[config.mk]
export PLATFORM = sky130hd
export DESIGN_NAME = crun_monitor
export DESIGN_NICKNAME = d
export VERILOG_FILES = /design/src/rtl/crun_pkg.sv /design/src/rtl/crun_line_table.sv /design/src/rtl/crun_accum.sv /design/src/rtl/crun_regs.sv /design/src/rtl/crun_monitor.sv
export SDC_FILE = /design/constraint.sdc
export NUM_CORES = 1
export LEC_CHECK = 0
export CORE_UTILIZATION = 55
export DETAILED_ROUTE_END_ITERATION = 7
export GPL_TIMING_DRIVEN = 0
export PLACE_DENSITY_LB_ADDON = 0.05
export SLEW_MARGIN = 30
export SYNTH_ARGS = -nofsm -noshare
export SYNTH_HDL_FRONTEND = slang
export SYNTH_HIERARCHICAL = 1
export SYNTH_SLANG_ARGS = --single-unit
[constraint.sdc]
create_clock -name clk -period 5.7 [get_ports clk]
set_input_delay 0.57 -clock clk [delete_from_list [all_inputs] [get_ports clk]]
set_output_delay 0.57 -clock clk [all_outputs]
set_load 0.01 [all_outputs]
[src/rtl/crun_pkg.sv]
package crun_pkg;

    localparam int RUN_W  = 8;
    localparam int DATA_W = 32;

    typedef enum logic [1:0] {
        EV_FILL  = 2'd0,
        EV_READ  = 2'd1,
        EV_WRITE = 2'd2,
        EV_EVICT = 2'd3
    } ev_kind_e;

    localparam logic [1:0] ADDR_SUM   = 2'd0;
    localparam logic [1:0] ADDR_COUNT = 2'd1;
    localparam logic [1:0] ADDR_CTRL  = 2'd2;

    typedef struct packed {
        logic             resident;
        logic [RUN_W-1:0] run;
    } line_st_t;

    typedef struct packed {
        logic             fire;
        logic [RUN_W-1:0] len;
    } close_t;

    function automatic logic [RUN_W-1:0] run_sat_inc(input logic [RUN_W-1:0] r);
        return (&r) ? r : r + RUN_W'(1);
    endfunction

    function automatic line_st_t line_next(input line_st_t cur, input ev_kind_e kind);
        line_st_t nx;
        nx = cur;
        case (kind)
            EV_FILL:  begin nx.resident = 1'b1; nx.run = '0; end
            EV_READ:  if (cur.resident) nx.run = run_sat_inc(cur.run);
            EV_WRITE: if (cur.resident) nx.run = '0;
            EV_EVICT: begin nx.resident = 1'b0; nx.run = '0; end
            default:  nx = cur;
        endcase
        return nx;
    endfunction

endpackage

[src/rtl/crun_line_table.sv]
module crun_line_table
    import crun_pkg::*;
#(
    parameter int NLINES = 16,
    parameter int LINE_W = $clog2(NLINES)
) (
    input  logic              clk,
    input  logic              rst,
    input  logic              ev_valid,
    input  ev_kind_e          ev_kind,
    input  logic [LINE_W-1:0] ev_line,
    output close_t            close_o
);

    line_st_t st_all [NLINES];

    for (genvar g = 0; g < NLINES; g++) begin : g_line
        line_st_t st_r;
        logic     hit;
        assign hit = ev_valid && (ev_line == LINE_W'(g));
        always_ff @(posedge clk) begin
            if (rst) begin
                st_r <= '0;
            end else if (hit) begin
                st_r <= line_next(st_r, ev_kind);
            end
        end
        assign st_all[g] = st_r;
    end

    line_st_t cur;
    always_comb begin
        cur          = st_all[ev_line];
        close_o.len  = cur.run;
        close_o.fire = ev_valid && cur.resident && (cur.run != '0)
                       && (ev_kind != EV_READ);
    end

endmodule

[src/rtl/crun_accum.sv]
module crun_accum
    import crun_pkg::*;
#(
    parameter int ACC_W = 32
) (
    input  logic             clk,
    input  logic             rst,
    input  logic             clr,
    input  close_t           close_i,
    output logic [ACC_W-1:0] sum_o,
    output logic [ACC_W-1:0] count_o
);

    localparam logic [ACC_W-1:0] ACC_MAX = '1;

    logic [ACC_W:0]   sum_wide;
    logic [ACC_W-1:0] sum_d;
    logic [ACC_W-1:0] count_d;

    always_comb begin
        sum_wide = {1'b0, sum_o} + (ACC_W+1)'(close_i.len);
        sum_d    = sum_wide[ACC_W] ? ACC_MAX : sum_wide[ACC_W-1:0];
        count_d  = (count_o == ACC_MAX) ? ACC_MAX : count_o + ACC_W'(1);
    end

    always_ff @(posedge clk) begin
        if (rst || clr) begin
            sum_o   <= '0;
            count_o <= '0;
        end else if (close_i.fire) begin
            sum_o   <= sum_d;
            count_o <= count_d;
        end
    end

endmodule

[src/rtl/crun_regs.sv]
module crun_regs
    import crun_pkg::*;
#(
    parameter int ACC_W = 32
) (
    input  logic              reg_wr,
    input  logic [1:0]        reg_addr,
    input  logic [DATA_W-1:0] reg_wdata,
    input  logic [ACC_W-1:0]  sum_i,
    input  logic [ACC_W-1:0]  count_i,
    output logic              clr_o,
    output logic [DATA_W-1:0] reg_rdata
);

    logic unused_wdata;
    assign unused_wdata = ^reg_wdata[DATA_W-1:1];

    assign clr_o = reg_wr && (reg_addr == ADDR_CTRL) && reg_wdata[0];

    always_comb begin
        case (reg_addr)
            ADDR_SUM:   reg_rdata = DATA_W'(sum_i);
            ADDR_COUNT: reg_rdata = DATA_W'(count_i);
            default:    reg_rdata = '0;
        endcase
    end

endmodule

[src/rtl/crun_monitor.sv]
module crun_monitor
    import crun_pkg::*;
#(
    parameter int NLINES = 16,
    parameter int LINE_W = $clog2(NLINES),
    parameter int ACC_W  = 32
) (
    input  logic              clk,
    input  logic              rst,
    input  logic              ev_valid,
    input  logic [1:0]        ev_kind,
    input  logic [LINE_W-1:0] ev_line,
    input  logic              reg_wr,
    input  logic [1:0]        reg_addr,
    input  logic [31:0]       reg_wdata,
    output logic [31:0]       reg_rdata
);

    close_t           close_w;
    logic             clr_w;
    logic [ACC_W-1:0] sum_w;
    logic [ACC_W-1:0] count_w;

    crun_line_table #(.NLINES(NLINES), .LINE_W(LINE_W)) table_i (
        .clk      (clk),
        .rst      (rst),
        .ev_valid (ev_valid),
        .ev_kind  (ev_kind_e'(ev_kind)),
        .ev_line  (ev_line),
        .close_o  (close_w)
    );

    crun_accum #(.ACC_W(ACC_W)) accum_i (
        .clk     (clk),
        .rst     (rst),
        .clr     (clr_w),
        .close_i (close_w),
        .sum_o   (sum_w),
        .count_o (count_w)
    );

    crun_regs #(.ACC_W(ACC_W)) regs_i (
        .reg_wr    (reg_wr),
        .reg_addr  (reg_addr),
        .reg_wdata (reg_wdata),
        .sum_i     (sum_w),
        .count_i   (count_w),
        .clr_o     (clr_w),
        .reg_rdata (reg_rdata)
    );

endmodule

# Word-level counts from Yosys, hierarchy flattened
# Cells that the tools add are included.
[classes] reduce_logical=76 eq_ne=70 bitwise=1 addsub=18 div=0 n_shift=0 magnitude_cmp=1 multipliers=0 mux=71
[op_table] cell="two-way mux 8 bit" n=48
[op_table] cell="case mux 8 bit (3 select lines)" n=16
[op_table] cell="adder 8 x 1 -> 8 bit, second input constant" n=16
[op_table] cell="AND reduction 8 bit" n=16
[op_table] cell="inequality test 2 x 1 -> 1 bit, second input constant" n=33
[op_table] cell="two-way mux 32 bit" n=2
[op_table] cell="case mux 32 bit (2 select lines)" n=1
[op_table] cell="AND reduction 4 bit" n=16
[op_table] cell="binary-select mux 9 bit (select 4 bit)" n=1
[op_table] cell="adder 32 x 8 -> 33 bit" n=1
[op_table] cell="adder 32 x 1 -> 32 bit, second input constant" n=1
[op_table] cell="equality test 32 bit, second input constant" n=1
[op_table] cell="equality test 4 bit, second input constant" n=8
[op_table] cell="inequality test 2 bit, second input constant" n=16
[op_table] cell="AND reduction 2 bit" n=16
[op_table] cell="logical AND 1 bit" n=21
[op_table] cell="two-way mux 9 bit" n=2
[op_table] cell="equality test 4 x 3 -> 1 bit, second input constant" n=4
[op_table] cell="equality test 4 x 2 -> 1 bit, second input constant" n=2
[op_table] cell="nonzero test 8 bit" n=1
[op_table] cell="equality test 2 bit, second input constant" n=3
[op_table] cell="greater-or-equal comparator 5 bit, second input constant" n=1
[op_table] cell="NOT 4 -> 5 bit" n=1
[op_table] cell="equality test 2 x 1 -> 1 bit, second input constant" n=2
[op_table] cell="7 further kinds" n=8
[totals] ram_bits=0 latchBits=0 mem_count=0 rom_bits=0 elab_cells=271 reg_bits=208 inputBits=44

# Logic depth before layout (Yosys ltp)
# Gate-level depths: netlist of the first run.
[depth] ltp_word=7 depth_mapped=15 ltp_nobuf=11

# By module
# The synthesis of the first run kept the hierarchy.
[by_module_without_submodules] mod="crun_line_table" area_per_inst_um2=8008.9 cells_per_inst=876 n_inst=1
[by_module_without_submodules] mod="crun_accum" area_per_inst_um2=3249.4 cells_per_inst=365 n_inst=1
[by_module_without_submodules] mod="crun_regs" area_per_inst_um2=546.8 cells_per_inst=73 n_inst=1

# Least setup slack after synthesis of the first run
# Ideal clock, no wire load.
[synth_timing] path_type="input-to-reg" start="in ev_line[1]" end="reg accum_i.sum_o[22]" stages=14 arrival_time_ns=3.657 required_ns=5.627 path_buffers=4 slack_ns=1.970 path_cell_list="buf_2 buf_4 buf_2 mux4_2 a22oi_1 nand2_1 ha_1 o211ai_2 o21a_4 a21o_4 or4_4 buf_6 and4_1 nor3_2"
[synth_lines] element="from (decl)" line="crun_monitor.sv:12" rtl="input logic [LINE_W-1:0] ev_line,"
[synth_lines] element="to (signal assigned)" line="crun_accum.sv:31" rtl="sum_o <= sum_d;"
[synth_lines] element="to (decl)" line="crun_accum.sv:10" rtl="output logic [ACC_W-1:0] sum_o,"

==> metrics.yaml, run 1 <==
status: "complete, no violations"
critPathKind: "in2reg"
ff_latch_area_um2: 4164
fin_worst_skew_ps: 13.88
vdd_drop_max_uv: 173.3
tightestPinTransition_ps: 918.8
numCtsBuffers: 24
drive_above_1_share_pct: 10.44
drv_slew: 0
drc: 0
power.internal_mw: 2.463
arrival_ps: 5330
netlist_area_um2: 11810
grt_overflow: 0
final_common_cell: "dfxtp_1"
crit_slowest_cell: "nor4_1"
ys_ff_latch: 208
combPwrFrac_pct: 5.2
fill_cells: 1798
yosys.area.top_type: "dfxtp_1"
crit_chain: "clkdlybuf4s50_1, nor2_1, clkbuf_1, a22oi_1, nand2_1, nor4_1, a21oi_1, clkbuf_1, nand3_1, nor4_1, nand3_1, clkbuf_1, a21oi_1"
power_mw: 3.193
syn-num-nets: 1388
area_growth_pct: 13.25
synth_flop_cell: "dfxtp_1"
rsz0062_at_grt: "false"
ant_nets: 0
max_stage_delay_ps: 650
clockBufferDepth: 3
critPathCaptureType: "flip-flop"
switchingPower_mw: 0.7301
final_cell_mix: "208 x dfxtp_1, 189 x nor2_1, 79 x nand2_1"
cts_tree: "done"
grt_usage_pct: 29.71
maxCapViolCount: 0
setup_violations: 0
relSlewSlack_pct: 38.27
drt-wirelength-per-cell_um: 19.25
dr_total_vias: 10360
cts_hold_buf: 0
seq_area_frac_synth_pct: 35.27
root_buffer: "clkbuf_16"
layout_min_cycle_time_ps: 4895
grt_max_degree: 13
io_pins: 76
syn_avg_cell_area_um2: 8.984
path_max_fanout: 10
antenna_found_initial: 0
multi_input_area_um2: 7227
cts_setup_buffers: 0
clock.fmax_mhz: 204.3
wl_mm: 32.20
drt_pass1_iterations: 5
n_antenna_cell: 0
leakage_nw: 4.716
required_ps: 6140
nets: 1454
dieArea_um2: 22050
fin_crit_sh_pct: 85.87
synthTopCellsByArea: "dfxtp_1 35%, nor2_1 6.0%, mux4_2 5.5%"
fin_tns_setup_ps: 0
num_rows: 53
hpwl_mm: 23.59
htreeDepth: 1
min_path_type: "reg2reg"
finalHoldViolations: 0
grt_pass1_vias: 9480
power.density_nw_per_um2: 238.8
port-buffer-count: 40
place.gp.congestion: 0.8750
pwr-share-clk_pct: 49.0
clock_latency_ps: 520
die_x_um: 148.5
core_area_um2: 21020
start_kind: "primary input"
switching_share_pct: 22.86
start_util_pct: 56.16
synth_edf_count: 0
numClockSinks: 208
path_clk_slew_ps: 60
grt_first_pass_wirelength_mm: 51.69
critPathBufInv: 4
path_common_cell: "clkbuf_1"
via_per_inst: 6.192
fp.dieH_um: 148.5
drt_iter0_drc: 852
postSynthCellCount: 1314
async_flop_share_pct: 0
synth_cell_types: 70
p_seq_share_pct: 45.8
crit_family: "simple AND/OR/NAND/NOR gates"
ys_warn_count: 6
synth_top_area_share_pct: 35.27
post_cts_resized: 0
-- sequential cells by signal, summed over array words and instances, names as in the netlist --
| register | count |
|---|---|
| accum_i/count_o | 32 |
| accum_i/sum_o | 32 |
| table_i/g_line.st_r | 144 |
-- tightest hold or removal path: cells and delay by family (launching register included) --
family             cells  cell delay [ps]
DFF                    1              340
and+or+nand+nor        1               70
AOI/OAI and AO/OA      1               60
-- layout make-up --
cell class	instances	area share, %
flip-flops and latches	208	31.15
well taps	275	2.574
multi-input cells	1023	54.06
clock buffers	35	5.335
inverters	29	0.8142
clock inverters	9	0.7113
repair buffers	40	2.995
plain buffers	54	2.368
-- synthesized netlist by cell type, types with 4 or more instances --
master     number
o21ai_2         4
nand3b_1        5
mux2i_1        50
and2_1         12
nor3_2          5
a21oi_1        78
o21ai_1        11
a22oi_1        16
mux4_2         29
o21ai_0        31
buf_2          18
nor3_1         63
nand3_1        52
o221a_2         6
o21bai_1       11
dfxtp_1       208
buf_12          4
xor2_1         50
o2111ai_2       7
and3_1         28
and4_1         13
mux4_1          8
nor2b_1         4
a211oi_1       23
nand4_1        50
nor4_1         19
xnor2_1        70
a21o_1          5
inv_1          29
nor2_1        189
a31oi_1         9
or3_1          18
clkbuf_1       26
ha_1           29
nand2_1        79
-- per-layer routing --
| metal | share of wire, % | wire, um | track usage (%) |
|---|---|---|---|
| met5 | 0 | 0 | 0 |
| met1 | 45 | 14530 | 42.40 |
| met4 | 3.3 | 1057 | 9.845 |
| met3 | 7.4 | 2381 | 4.571 |
| met2 | 44 | 14230 | 45.72 |
-- power groups by stage --
stage,clock [mW],sequential (mW),combinational (mW)
after global routing,1.65,1.46,0.176
final,1.57,1.46,0.166
after detailed placement,0,1.49,0.163
after CTS,1.59,1.46,0.164
after global placement,0,1.49,0.162
after floorplan,0,1.49,0.109
-- worst paths after layout --
check	from	to	slack (ps)	depth (start not counted)
max	ev_line[2]	accum_i/count_o[18]	810	13
min	table_i/g_line[15].st_r[1]	table_i/g_line[15].st_r[1]	510	2
max reg2reg	table_i/g_line[11].st_r[4]	accum_i/count_o[18]	1770	11
min reg2reg	table_i/g_line[15].st_r[1]	table_i/g_line[15].st_r[1]	510	2
-- kinds of logic (layout without fill, tap and decap cells) --
| family | after synthesis | in the layout | synth area share [%] |
|---|---|---|---|
| simple gates | 563 | 563 | 24.24 |
| compound gates | 223 | 223 | 13.18 |
| flops | 208 | 208 | 35.27 |
| xor+xnor | 120 | 120 | 8.903 |
| mux | 87 | 87 | 11.55 |
| buf+inv | 83 | 167 | 3.604 |
| fa+ha+maj | 30 | 30 | 3.243 |
-- stage by stage --
step | hold WS [ps] | util [%] | area [um^2] | setup slack [ps] | cells
floorplan | 458.3 | - | 11810 | 1970 | 1314
global placement | 483.5 | 59.70 | 12550 | 458.0 | 1629
detailed placement | 499.3 | 59.70 | 12550 | 392.6 | 1629
CTS | 508.1 | 63.54 | 13360 | 863.3 | 1673
global route | 540.8 | 63.60 | 13370 | 531.6 | 1673
finish | 508.2 | 63.60 | 13370 | 805.4 | 1673
(Power assumes the default switching activity.)
==> run 2, diff against run 1 <==
--- a/config.mk
+++ b/config.mk
@@ -5,9 +5,11 @@
 export SDC_FILE = /design/constraint.sdc
 export NUM_CORES = 1
 export LEC_CHECK = 0
+export CAP_MARGIN = 0
 export CORE_UTILIZATION = 55
 export DETAILED_ROUTE_END_ITERATION = 7
 export GPL_TIMING_DRIVEN = 0
+export HOLD_SLACK_MARGIN = 0.05
 export PLACE_DENSITY_LB_ADDON = 0.05
 export SLEW_MARGIN = 30
 export SYNTH_ARGS = -nofsm -noshare
==> results of run 2 <==
No change in the layout: final DEF, timing and power equal those of run 1.
==> run 3, diff against run 2 <==
--- a/config.mk
+++ b/config.mk
@@ -14,5 +14,4 @@
 export SLEW_MARGIN = 30
 export SYNTH_ARGS = -nofsm -noshare
 export SYNTH_HDL_FRONTEND = slang
-export SYNTH_HIERARCHICAL = 1
 export SYNTH_SLANG_ARGS = --single-unit
==> constraint.sdc (replaced) <==
create_clock -name clk -period 4.6 [get_ports clk]
set_input_delay 0.46 -clock clk [delete_from_list [all_inputs] [get_ports clk]]
set_output_delay 0.46 -clock clk [all_outputs]
set_load 0.01 [all_outputs]
==> metrics.yaml, run 3 <==
rrSetupSlack_ps: 450  # -1320 ps
vdd_drop_max_uv: 246.0  # +42%
required_ps: 5020  # -1120 ps
fin_worst_skew_ps: 13.67  # -0.2065 ps
postSynthCellCount: 1328  # +1.1%
async_flop_share_pct: 0  # unchanged
antenna_found_initial: 0  # unchanged
hpwl_mm: 24.90  # +5.5%
wl_mm: 33.71  # +4.7%
final_cell_mix: "224 x nor2_1, 208 x dfxtp_1, 101 x nand2_1"
n_antenna_cell: 0  # unchanged
fin_area_um2: 13260  # -0.84%
min_path_type: "reg2reg"
drt_iter0_drc: 823  # -3.4%
numClockSinks: 208  # unchanged
synth_top_cells_by_count: "224 x nor2_1, 208 x dfxtp_1, 101 x nand2_1"
path_clk_slew_ps: 60  # about the same
synth_cell_types: 69  # -1.4%
syn_avg_cell_area_um2: 8.812  # -1.9%
regMostFlops: "table_i.g_line.st_r"
nets: 1467  # +0.89%
critPathKind: "in2reg"
grt_pass1_vias: 9777  # +3.1%
synth_edf_count: 0  # unchanged
grt_first_pass_wirelength_mm: 53.30  # +3.1%
seq_area_frac_synth_pct: 35.58  # +0.31 points
tightestPinTransition_ps: 858.9  # -59.90 ps
drv_slew: 0  # unchanged
synth_top_area_share_pct: 35.58  # +0.31 points
pre_cts_slack_ps: -423.0  # -815.6 ps
status: "complete, no violations"
reg_top3: "table_i.g_line.st_r: 144 flops, accum_i.count_o: 32 flops, accum_i.sum_o: 32 flops"
cts_tree: "done"
ys_ff_latch: 208  # unchanged
grt_overflow: 0  # unchanged
power.density_nw_per_um2: 301.9  # +26%
drt-wirelength-per-cell_um: 20.10  # +4.4%
largest_reg_flops: 144  # unchanged
die_x_um: 147.9  # -0.43%
core_area_um2: 20560  # -2.2%
clockBufferDepth: 3  # unchanged
io_pins: 76  # unchanged
layout_setup_ws_ps: 320.1  # -485.3 ps
setup_violations: 0  # unchanged
place.gp.congestion: 0.9774  # +12%
grt_max_degree: 13  # unchanged
fin_cells: 1677  # +0.24%
start_util_pct: 56.92  # +0.76 points
synth.most_common_cell: "nor2_1"
place_inst: 1637  # +0.49%
synth_flop_cell: "dfxtp_1"
fp.dieH_um: 147.9  # -0.43%
numCtsBuffers: 25  # +4.2%
arrival_ps: 4700  # -630 ps
place_area_um2: 12430  # -0.94%
drt_pass1_iterations: 5  # unchanged
netlist_area_um2: 11700  # -0.87%
drive_above_1_share_pct: 9.240  # -1.2 points
via_per_inst: 6.308  # +1.9%
leakage_nw: 4.717  # about the same
final_common_cell: "nor2_1"
finalHoldViolations: 0  # unchanged
syn-num-nets: 1401  # +0.94%
fin_crit_sh_pct: 93.04
fill_cells: 1769  # -1.6%
yosys.area.top_type: "dfxtp_1"
power_mw: 4.002  # +25%
ant_nets: 0  # unchanged
rsz0062_at_grt: "false"
clock_latency_ps: 520  # about the same
critPathCaptureType: "flip-flop"
relSlewSlack_pct: 42.21  # +3.9 points
fin_util_pct: 64.48  # +0.88 points
drc: 0  # unchanged
path_max_fanout: 10  # unchanged
start_kind: "primary input"
htreeDepth: 1  # unchanged
port-buffer-count: 39  # -2.5%
area_growth_pct: 13.28  # about the same
holdWs_ps: 476.4  # -31.82 ps
dieArea_um2: 21860  # -0.86%
fin_tns_setup_ps: 0  # unchanged
clock.fmax_mhz: 233.7
grt_usage_pct: 31.11  # +1.4 points
dr_total_vias: 10580  # +2.1%
synthTopCellsByArea: "dfxtp_1 36%, nor2_1 7.2%, mux4_2 7.1%"
num_rows: 52  # -1.9%
layout_min_cycle_time_ps: 4280
ys_warn_count: 0  # -6
root_buffer: "clkbuf_16"
maxCapViolCount: 0  # unchanged
## run 3: routing by layer
metal  track usage [%]  routed length, um  vias up
met5                 0                  0        -
met4             12.89               1300        0
met3             4.907               2246       80
met2             51.13              15730      401
met1             40.73              14430     5090
li1                  -                  -     5007
## run 3: where the power goes
part           leakage (nW)  internal (mW)  switching [mW]  total [mW]
Combinational          2.64         0.0604           0.131       0.191
Clock                 0.406           1.23           0.768        2.00
Sequential             1.67           1.81         0.00497        1.81
## run 3: area by class of cell
| type | count | area [um^2] | area share [%] |
|---|---|---|---|
| plain buffers | 65 | 332.8 | 2.511 |
| flip-flops and latches | 208 | 4164 | 31.41 |
| inverters | 28 | 105.1 | 0.7928 |
| well taps | 270 | 337.8 | 2.548 |
| multi-input cells | 1027 | 7107 | 53.61 |
| clock inverters | 7 | 113.9 | 0.8589 |
| repair buffers | 39 | 390.4 | 2.945 |
| clock buffers | 33 | 705.7 | 5.323 |
## run 3: logic make-up after synthesis
group           count (synthesis)  share of synthesized area, %
xor+xnor                      106                         7.933
fa+ha+maj                      29                         3.165
buf+inv                        93                         3.742
mux                            80                         10.80
simple gates                  555                         23.14
flops                         208                         35.58
compound gates                257                         15.64
## run 3: what timing repair did
action                                  CTS  global route
hold buffers                              0             0
endpoints found under the setup margin    0            15
resized for setup                         0             1
buffers inserted                          0             0
## run 3: worst max-delay path: stages
cell	delay, ps
clkdlybuf4s50_1	570
and2_1	260
clkbuf_1	220
a22oi_1	320
nand2_1	190
ha_1	250
fa_1	400
a21oi_1	210
o21ai_1	160
a2111oi_2	550
nor2_1	230
and3_1	230
buf_2	190
and2_4	200
a311oi_1	250
## run 3: final timing paths
path | startpoint | to | cells after the start
max | ev_line[3] | accum_i.sum_o[12] | 15
min | accum_i.sum_o[27] | accum_i.sum_o[27] | 2
max reg2reg | table_i.g_line[12].st_r[0] | accum_i.sum_o[12] | 13
min reg2reg | accum_i.sum_o[27] | accum_i.sum_o[27] | 2
